$ cat config.mk
export PLATFORM = sky130hd
export DESIGN_NAME = trace_sync_ctrl
export DESIGN_NICKNAME = d
export VERILOG_FILES = /design/src/rtl/trace_sync_pkg.sv /design/src/rtl/tsc_evt_detect.sv /design/src/rtl/tsc_trig_merge.sv /design/src/rtl/tsc_period_cnt.sv /design/src/rtl/trace_sync_ctrl.sv
export SDC_FILE = /design/constraint.sdc
export NUM_CORES = 1
export LEC_CHECK = 0
export BUFFER_PORTS_ARGS = -buffer_cell sky130_fd_sc_hd__clkbuf_2
export CAP_MARGIN = 15
export CORE_UTILIZATION = 51
export DETAILED_ROUTE_END_ITERATION = 8
export PLACE_DENSITY = 0.75
export SLEW_MARGIN = 20
export SYNTH_ARGS = -nofsm -noshare
export SYNTH_HDL_FRONTEND = slang
export SYNTH_SLANG_ARGS = --single-unit
$ cat constraint.sdc
create_clock -name clk_i -period 1.7 [get_ports clk_i]
set_input_delay 0.085 -clock clk_i [delete_from_list [all_inputs] [get_ports clk_i]]
set_output_delay 0.085 -clock clk_i [all_outputs]
set_load 0.02 [all_outputs]
$ cat src/rtl/trace_sync_pkg.sv
package trace_sync_pkg;
  typedef enum logic [2:0] {
    TRG_DISABLED = 3'd0,
    TRG_LP_EXIT  = 3'd1,
    TRG_DBG_EXIT = 3'd2,
    TRG_EVENT    = 3'd3,
    TRG_OVERRUN  = 3'd4,
    TRG_LOST     = 3'd5
  } trg_e;

  localparam int unsigned NUM_TRG = 6;

  typedef struct packed {
    logic sync;
    logic drop;
  } dec_t;
endpackage

$ cat src/rtl/tsc_evt_detect.sv
module tsc_evt_detect #(
  parameter int unsigned STAGES = 2
) (
  input  logic clk_i,
  input  logic rst_ni,
  input  logic pin_i,
  output logic rise_o
);
  logic [STAGES-1:0] sync_q;
  logic              prev_q;

  generate
    for (genvar i = 0; i < STAGES; i++) begin : g_stage
      if (i == 0) begin : g_first
        always_ff @(posedge clk_i or negedge rst_ni)
          if (!rst_ni) sync_q[0] <= 1'b0;
          else         sync_q[0] <= pin_i;
      end else begin : g_next
        always_ff @(posedge clk_i or negedge rst_ni)
          if (!rst_ni) sync_q[i] <= 1'b0;
          else         sync_q[i] <= sync_q[i-1];
      end
    end
  endgenerate

  always_ff @(posedge clk_i or negedge rst_ni)
    if (!rst_ni) prev_q <= 1'b0;
    else         prev_q <= sync_q[STAGES-1];

  assign rise_o = sync_q[STAGES-1] & ~prev_q;


  single_rise_chk: assert property (@(posedge clk_i) disable iff (!rst_ni)
    rise_o |=> !rise_o);
endmodule

$ cat src/rtl/tsc_trig_merge.sv
module tsc_trig_merge #(
  parameter int unsigned N = 6
) (
  input  logic         clk_i,
  input  logic         rst_ni,
  input  logic [N-1:0] trg_i,
  input  logic         clr_i,
  output logic         pend_o
);
  logic pend_q;

  // reset itself leaves a sync pending
  always_ff @(posedge clk_i or negedge rst_ni)
    if (!rst_ni) pend_q <= 1'b1;
    else         pend_q <= (pend_q & ~clr_i) | (|trg_i);

  assign pend_o = pend_q;


  pend_hold_chk: assert property (@(posedge clk_i) disable iff (!rst_ni)
    (pend_q && !clr_i) |=> pend_q);


  trig_sets_chk: assert property (@(posedge clk_i) disable iff (!rst_ni)
    (|trg_i) |=> pend_q);
endmodule

$ cat src/rtl/tsc_period_cnt.sv
module tsc_period_cnt #(
  parameter int unsigned PERIOD = 255
) (
  input  logic clk_i,
  input  logic rst_ni,
  input  logic plain_i,
  input  logic sync_i,
  output logic due_o
);
  localparam int unsigned CW = $clog2(PERIOD + 1);
  localparam logic [CW-1:0] LIMIT = CW'(PERIOD);

  logic [CW-1:0] cnt_q;

  always_ff @(posedge clk_i or negedge rst_ni)
    if (!rst_ni)      cnt_q <= '0;
    else if (sync_i)  cnt_q <= '0;
    else if (plain_i) cnt_q <= cnt_q + 1'b1;

  assign due_o = (cnt_q == LIMIT);


  cnt_range_chk: assert property (@(posedge clk_i) disable iff (!rst_ni)
    cnt_q <= LIMIT);


  cnt_restart_chk: assert property (@(posedge clk_i) disable iff (!rst_ni)
    sync_i |=> (cnt_q == '0));


  no_plain_when_due_chk: assert property (@(posedge clk_i) disable iff (!rst_ni)
    due_o |-> !plain_i);
endmodule

$ cat src/rtl/trace_sync_ctrl.sv
module trace_sync_ctrl
  import trace_sync_pkg::*;
#(
  parameter int unsigned PERIOD     = 255,
  parameter int unsigned EVT_STAGES = 2
) (
  input  logic clk_i,
  input  logic rst_ni,
  input  logic trc_en_i,
  input  logic lp_exit_i,
  input  logic dbg_exit_i,
  input  logic evt_in_i,
  input  logic evt_en_i,
  input  logic secure_viol_i,
  input  logic coll_lost_i,
  input  logic ovr_recov_i,
  input  logic msg_vld_i,
  output logic res_vld_o,
  output logic sync_o,
  output logic drop_o
);
  logic               evt_rise;
  logic               pend;
  logic               due;
  logic               accept;
  logic               lost;
  logic               emit;
  logic               sync_now;
  logic [NUM_TRG-1:0] trg;
  dec_t               dec_d, dec_q;
  logic               vld_q;

  tsc_evt_detect #(.STAGES(EVT_STAGES)) u_evt (
    .clk_i  (clk_i),
    .rst_ni (rst_ni),
    .pin_i  (evt_in_i),
    .rise_o (evt_rise)
  );

  assign accept   = msg_vld_i & trc_en_i;
  assign lost     = accept & (secure_viol_i | coll_lost_i);
  assign emit     = accept & ~lost;
  assign sync_now = pend | due;

  always_comb begin
    trg               = '0;
    trg[TRG_DISABLED] = ~trc_en_i;
    trg[TRG_LP_EXIT]  = lp_exit_i;
    trg[TRG_DBG_EXIT] = dbg_exit_i;
    trg[TRG_EVENT]    = evt_rise & evt_en_i;
    trg[TRG_OVERRUN]  = ovr_recov_i;
    trg[TRG_LOST]     = lost;
  end

  tsc_trig_merge #(.N(NUM_TRG)) u_merge (
    .clk_i  (clk_i),
    .rst_ni (rst_ni),
    .trg_i  (trg),
    .clr_i  (emit & sync_now),
    .pend_o (pend)
  );

  tsc_period_cnt #(.PERIOD(PERIOD)) u_cnt (
    .clk_i   (clk_i),
    .rst_ni  (rst_ni),
    .plain_i (emit & ~sync_now),
    .sync_i  (emit & sync_now),
    .due_o   (due)
  );

  always_comb begin
    dec_d.drop = lost;
    dec_d.sync = emit & sync_now;
  end

  always_ff @(posedge clk_i or negedge rst_ni)
    if (!rst_ni) begin
      vld_q <= 1'b0;
      dec_q <= '0;
    end else begin
      vld_q <= accept;
      dec_q <= accept ? dec_d : '0;
    end

  assign res_vld_o = vld_q;
  assign sync_o    = dec_q.sync;
  assign drop_o    = dec_q.drop;


  res_timing_chk: assert property (@(posedge clk_i) disable iff (!rst_ni)
    accept |=> res_vld_o);


  no_spurious_res_chk: assert property (@(posedge clk_i) disable iff (!rst_ni)
    !accept |=> !res_vld_o);


  drop_excl_chk: assert property (@(posedge clk_i) disable iff (!rst_ni)
    (res_vld_o && drop_o) |-> !sync_o);


  lost_pends_chk: assert property (@(posedge clk_i) disable iff (!rst_ni)
    (accept && coll_lost_i) |=> pend);


  exit_pends_chk: assert property (@(posedge clk_i) disable iff (!rst_ni)
    (lp_exit_i || dbg_exit_i) |=> pend);


  disabled_pends_chk: assert property (@(posedge clk_i) disable iff (!rst_ni)
    !trc_en_i |=> pend);
endmodule

== Yosys cells after proc, flatten, opt, wreduce, memory -nomap -nowiden ==
Cells that the tools add are included.

* Flip-flop bits (word level): 15
* Latch bits: 0
* RAM bits: 0
* Memory bits (read-only): 0
* Input port bits: 11
* Output and inout bits: 3
* Word-level logic and storage cells: 31
* Memories kept: 0

* $add $sub $neg: 1
* Multiply operators: 0
* Div/mod/pow operators: 0
* Magnitude comparators: 0
* Equality and inequality tests: 1
* Shift-type cells: 0
* Muxes and demuxes: 3
* Bitwise logic cells: 16
* Reduce and logical (&&, ||, !) cells: 2

{| class="wikitable"
|+ Operators with widths
! cell !! number
|-
| 8-bit 2-to-1 mux || 2
|-
| 8-bit by 1-bit adder with 8-bit output, second input constant || 1
|-
| 1-bit AND || 8
|-
| 8-bit equality test, second input constant || 1
|-
| 6-bit OR reduction || 1
|-
| 1-bit NOT || 5
|-
| 1-bit OR || 3
|-
| 2-bit 2-to-1 mux || 1
|-
| 2-bit nonzero test || 1
|}

== Longest topological paths before layout ==
* Depth after elaboration: 8
* Mapped depth: 5

== Modules after synthesis ==
A second synthesis with hierarchy kept.

* Cell total of the unflattened synthesis: 61
* Area, all modules: 678.2 µm²

{| class="wikitable"
|+ By module, submodules not included
! module !! times used !! cells an instance !! area an instance (µm²) !! seq. area each (µm²)
|-
| tsc_period_cnt || 1 || 39 || 396.6 || 200.2
|-
| trace_sync_ctrl || 1 || 13 || 138.9 || 75.1
|-
| tsc_evt_detect || 1 || 4 || 88.8 || 75.1
|-
| tsc_trig_merge || 1 || 5 || 53.8 || 26.3
|}

== Least setup slack after synthesis ==
No wires, ideal clock.

* Path type: register to register
* Start point: register u_cnt.cnt_q[0]
* End point: register u_cnt.cnt_q[6]
* Setup time: 0.121 ns
* Arrival: 1.172 ns
* Data required time: 1.579 ns
* Slack: 0.407 ns
* Stages on the path, launching flop included: 6
* Period minus slack after synthesis: 1.293 ns
* Cell sequence: dfrtp_1 -> ha_1 -> nand3_1 -> nor2_1 -> o21ai_0 -> a22o_1

* Word-level cells in the longest chain between the ends: 5
* Elaborated cells on any way between the ends: 9
* Classes of those cells: add/sub (1); eq/ne (1); mux (2); bitwise (4); reduce/logical (1)

{| class="wikitable"
|+ Ends and longest elaborated chain
! item !! line !! RTL
|-
| start, declared || tsc_period_cnt.sv:13 || <nowiki>logic [CW-1:0] cnt_q;</nowiki>
|-
| start signal, assigned || tsc_period_cnt.sv:18 || <nowiki>else if (plain_i) cnt_q <= cnt_q + 1'b1;</nowiki>
|-
| parallel branches: the longest is 5 deep, another holds 8-bit by 1-bit adder with 8-bit output || n/a ||
|}

Several ways; the timed one is not identified. The select of a mux whose other input is x is not followed.
A chain may end at the register's enable or synchronous reset.

== Worst setup path after layout ==
Ends and elaborated chain as after synthesis.

==> metrics.md <==
| Metric | Value |
|---|---|
| Fin Setup TNS | 0 ns |
| Top FF cell, synth | dfrtp_1 |
| Clock Tree Root | clkbuf_4 |
| Met3 WL | 28 µm |
| Crit path cell chain | ha_1 -> nand3_1 -> nor2_1 -> o21ai_0 -> a22o_1 |
| Row count | 12 |
| Seq cells post-synth | 15 |
| Setup bufs post-CTS | 0 |
| Number of global-route vias before repair | 487 |
| Total Routing Usage GR | 22.2% |
| Largest net degree at the start of global routing | 16 |
| Gpl congestion | 0.677 |
| Synth cell count leaders | 14 x dfrtp_1, 13 x nand2_1, 5 x o21ai_0 |
| Setup Viol. Count Final | 0 |
| P per Cell Area | 739 nW/µm² |
| Post-Syn Area | 687 µm² |
| Critical path's largest stage delay | 0.39 ns |
| H-tree levels | 1 |
| Hold Path Class | input pin to register |
| Worst reg2reg path startpoint | u_cnt.cnt_q[0] |
| Clk_skew | 0.000395 ns |
| Post-synth EDFFs | 0 |
| Ys async rst share | 100% |
| Comb pwr share | 7.0% |
| Setup slack on the worst flop-to-flop path | 0.27 ns |
| Die Wd | 38.7 µm |
| Syn Inst Count | 63 |
| Sequential share of power | 60.7% |
| Clk pwr share | 32.3% |
| RSZ-0062 raised after global routing | no |
| Crit path kind | register to register |
| Routed via count | 529 |
| Largest family of logic cells by synthesized area | simple AND/OR/NAND/NOR gates |
| Initial Utilization | 58.7% |
| M1 WL | 613 µm |
| Worst hold path depth | 2 |
| Io pins | 14 |
| Nets | 95 |
| Syn_nets | 75 |
| Register area share after synthesis | 54.8% |
| Grt total ovfl | 0 |
| Number of port buffers | 13 |
| DRC | 0 |
| Status | complete, no violations |
| Crit-path leading delay family | flip-flops |
| VDD IR max | 0.571 mV |
| First-pass GRT wire length | 2210 µm |
| Layout cells sized above 1 | 26.8% |
| Nature of the critical path endpoint | register |
| Clk buf depth | 2 |
| Min-Delay Endpoint | drop_o |
| Unique masters post-synth | 24 |
| Worst setup margin | 0.269 ns |
| Full die area | 1500 µm² |
| DR WL/cell | 13.1 µm |
| Initial antenna violation count | 0 |
| Number of DRC markers in iteration 0 | 13 |
| Layout area overhead | 19.3% |
| Sw frac | 22.3% |
| Worst EP arrival | 1.60 ns |
| HPWL after DPL | 903 µm |
| Top-area cell type share of the netlist area | 51.0% |
| Worst Reg-to-Reg Cells | 5 |
| Post-Synth Simple-Gate Area | 21.7% |
| NetSw | 0.000135 W |
| Worst EP required | 1.87 ns |
| Slowest cell on the critical path | dfrtp_1 |
| TritonCTS clock tree | done |
| Internal Power | 0.000471 W |
| Final period utilization | 84.2% |
| Relative slew slack | 76.4% |
| Number of fill cells | 91 |
| N_diodes | 0 |
| FMAX | 699 MHz |
| Place WS | 0.307 ns |
| Highest fanout seen on the critical path | 5 |
| Die Ht | 38.7 µm |
| CTS clk-pin slew, worst paths | 0.09 ns |
| Worst Max-Slew Pin Slew | 0.354 ns |
| Synth area leader | dfrtp_1 |
| Most common cell in the netlist | dfrtp_1 |
| Tmin final | 1.43 ns |
| Worst Path Buf+Inv | 0 |
| Avg Cell Area, Syn | 10.9 µm² |
| Vias per cell | 5.51 |
| Multiplexer share of the synthesized area | 1.64% |
| Worst-Skew Late Latency | 0.27 ns |
| Synth Area in XOR/XNOR | 0% |
| Post-Synth Adder-Cell Area | 1.82% |
| Hold Vio Cnt, Final | 0 |
| Seq. cell area | 377 µm² |
| Worst Setup Start Kind | register |
| Max layer used | met4 |
| Final slew viol count | 0 |
| Multi-input gate area | 305 µm² |
| Num CTS Buffers | 3 |
| LEAKAGE | 0.366 nW |
| Final wirelength | 1260 µm |
| Post-synthesis compound-gate area fraction | 19.3% |
| Min-delay src | secure_viol_i |
| Dominant cells by area after synthesis | dfrtp_1 51%, nand2_1 7.1%, a41oi_4 4.0% |
| Met2 wire length | 611 µm |
| Clock Sinks | 15 |
| Drt pass-1 iters | 4 |
| Post-layout util | 70.0% |
| Core area | 1170 µm² |
| Max Cap Viol | 0 |
| Reg-to-Reg End | u_cnt.cnt_q[6] |
| Routed Antenna Nets | 0 |
| Synth warn | 0 |
-- metrics by stage --
stage	power (W)	hold slack [ns]	area (µm²)	instances
after floorplan	0.000388	-0.211	687	63
after global placement	0.000413	0.00854	772	90
after detailed placement	0.000414	0.00992	772	90
after CTS	0.000613	0.0637	820	96
after global routing	0.000643	0.0714	820	96
final	0.000606	0.0697	820	96
-- worst max-delay path by stage --
| stage | start | endpoint | cells after the start |
|---|---|---|---|
| after detailed placement | u_cnt.cnt_q[0] | u_cnt.cnt_q[6] | 5 |
| after floorplan | u_cnt.cnt_q[0] | u_cnt.cnt_q[6] | 5 |
| final | u_cnt.cnt_q[0] | u_cnt.cnt_q[6] | 5 |
| after CTS | u_cnt.cnt_q[0] | u_cnt.cnt_q[6] | 5 |
| after global placement | u_cnt.cnt_q[0] | u_cnt.cnt_q[6] | 5 |
| after global routing | u_cnt.cnt_q[0] | u_cnt.cnt_q[6] | 5 |
-- registers in the layout, indices dropped and copies added (netlist names) --
register / cells
u_cnt.cnt_q: 8
u_evt.sync_q: 2
drop_o: 1
res_vld_o: 1
sync_o: 1
u_evt.prev_q: 1
u_merge.pend_o: 1
-- area by class of cell --
cell class              instances  share of cell area, %
well taps                      14                   2.14
clock inverters                 1                  0.611
multi-input cells              47                   37.3
repair buffers                 16                   11.3
clock buffers                   3                   2.75
flip-flops and latches         15                   46.0
-- kinds of logic after synthesis --
group	after synthesis
flops	15
mux	1
simple gates	28
fa+ha+maj	1
compound gates	17
buf+inv	1
-- power groups by stage --
stage	Sequential (W)	Combinational, W	Clock (W)
6_report	0.000368	0.0000423	0.000196
3_3_place_gp	0.000374	0.0000385	0
2_1_floorplan	0.000378	0.0000104	0
4_1_cts	0.000368	0.0000433	0.000203
3_5_place_dp	0.000375	0.0000397	0
5_1_grt	0.000369	0.0000476	0.000227
-- routing by layer --
metal | GRT usage, % | vias up
met3 | 5.78 | 2
li1 | - | 274
met5 | 0 | -
met1 | 31.5 | 246
met4 | 9.48 | 0
met2 | 31.7 | 7
-- repair_timing --
action,4_1_cts,5_1_grt
gates resized for setup,0,0
setup endpoints to repair,0,0
hold buffers,2,0
endpoints found under the hold margin,16,0
-- layout by cell type (no fill, tap or decap), drive strengths merged, types with 2 or more instances in the layout --
master       count
o21a             2
nand2           13
o21ai            7
nor3             3
clkbuf          16
nor4             2
nor2             2
dlygate4sd3      2
dfrtp           14
a22o             3
nand3            3
(Power assumes the default switching activity.)
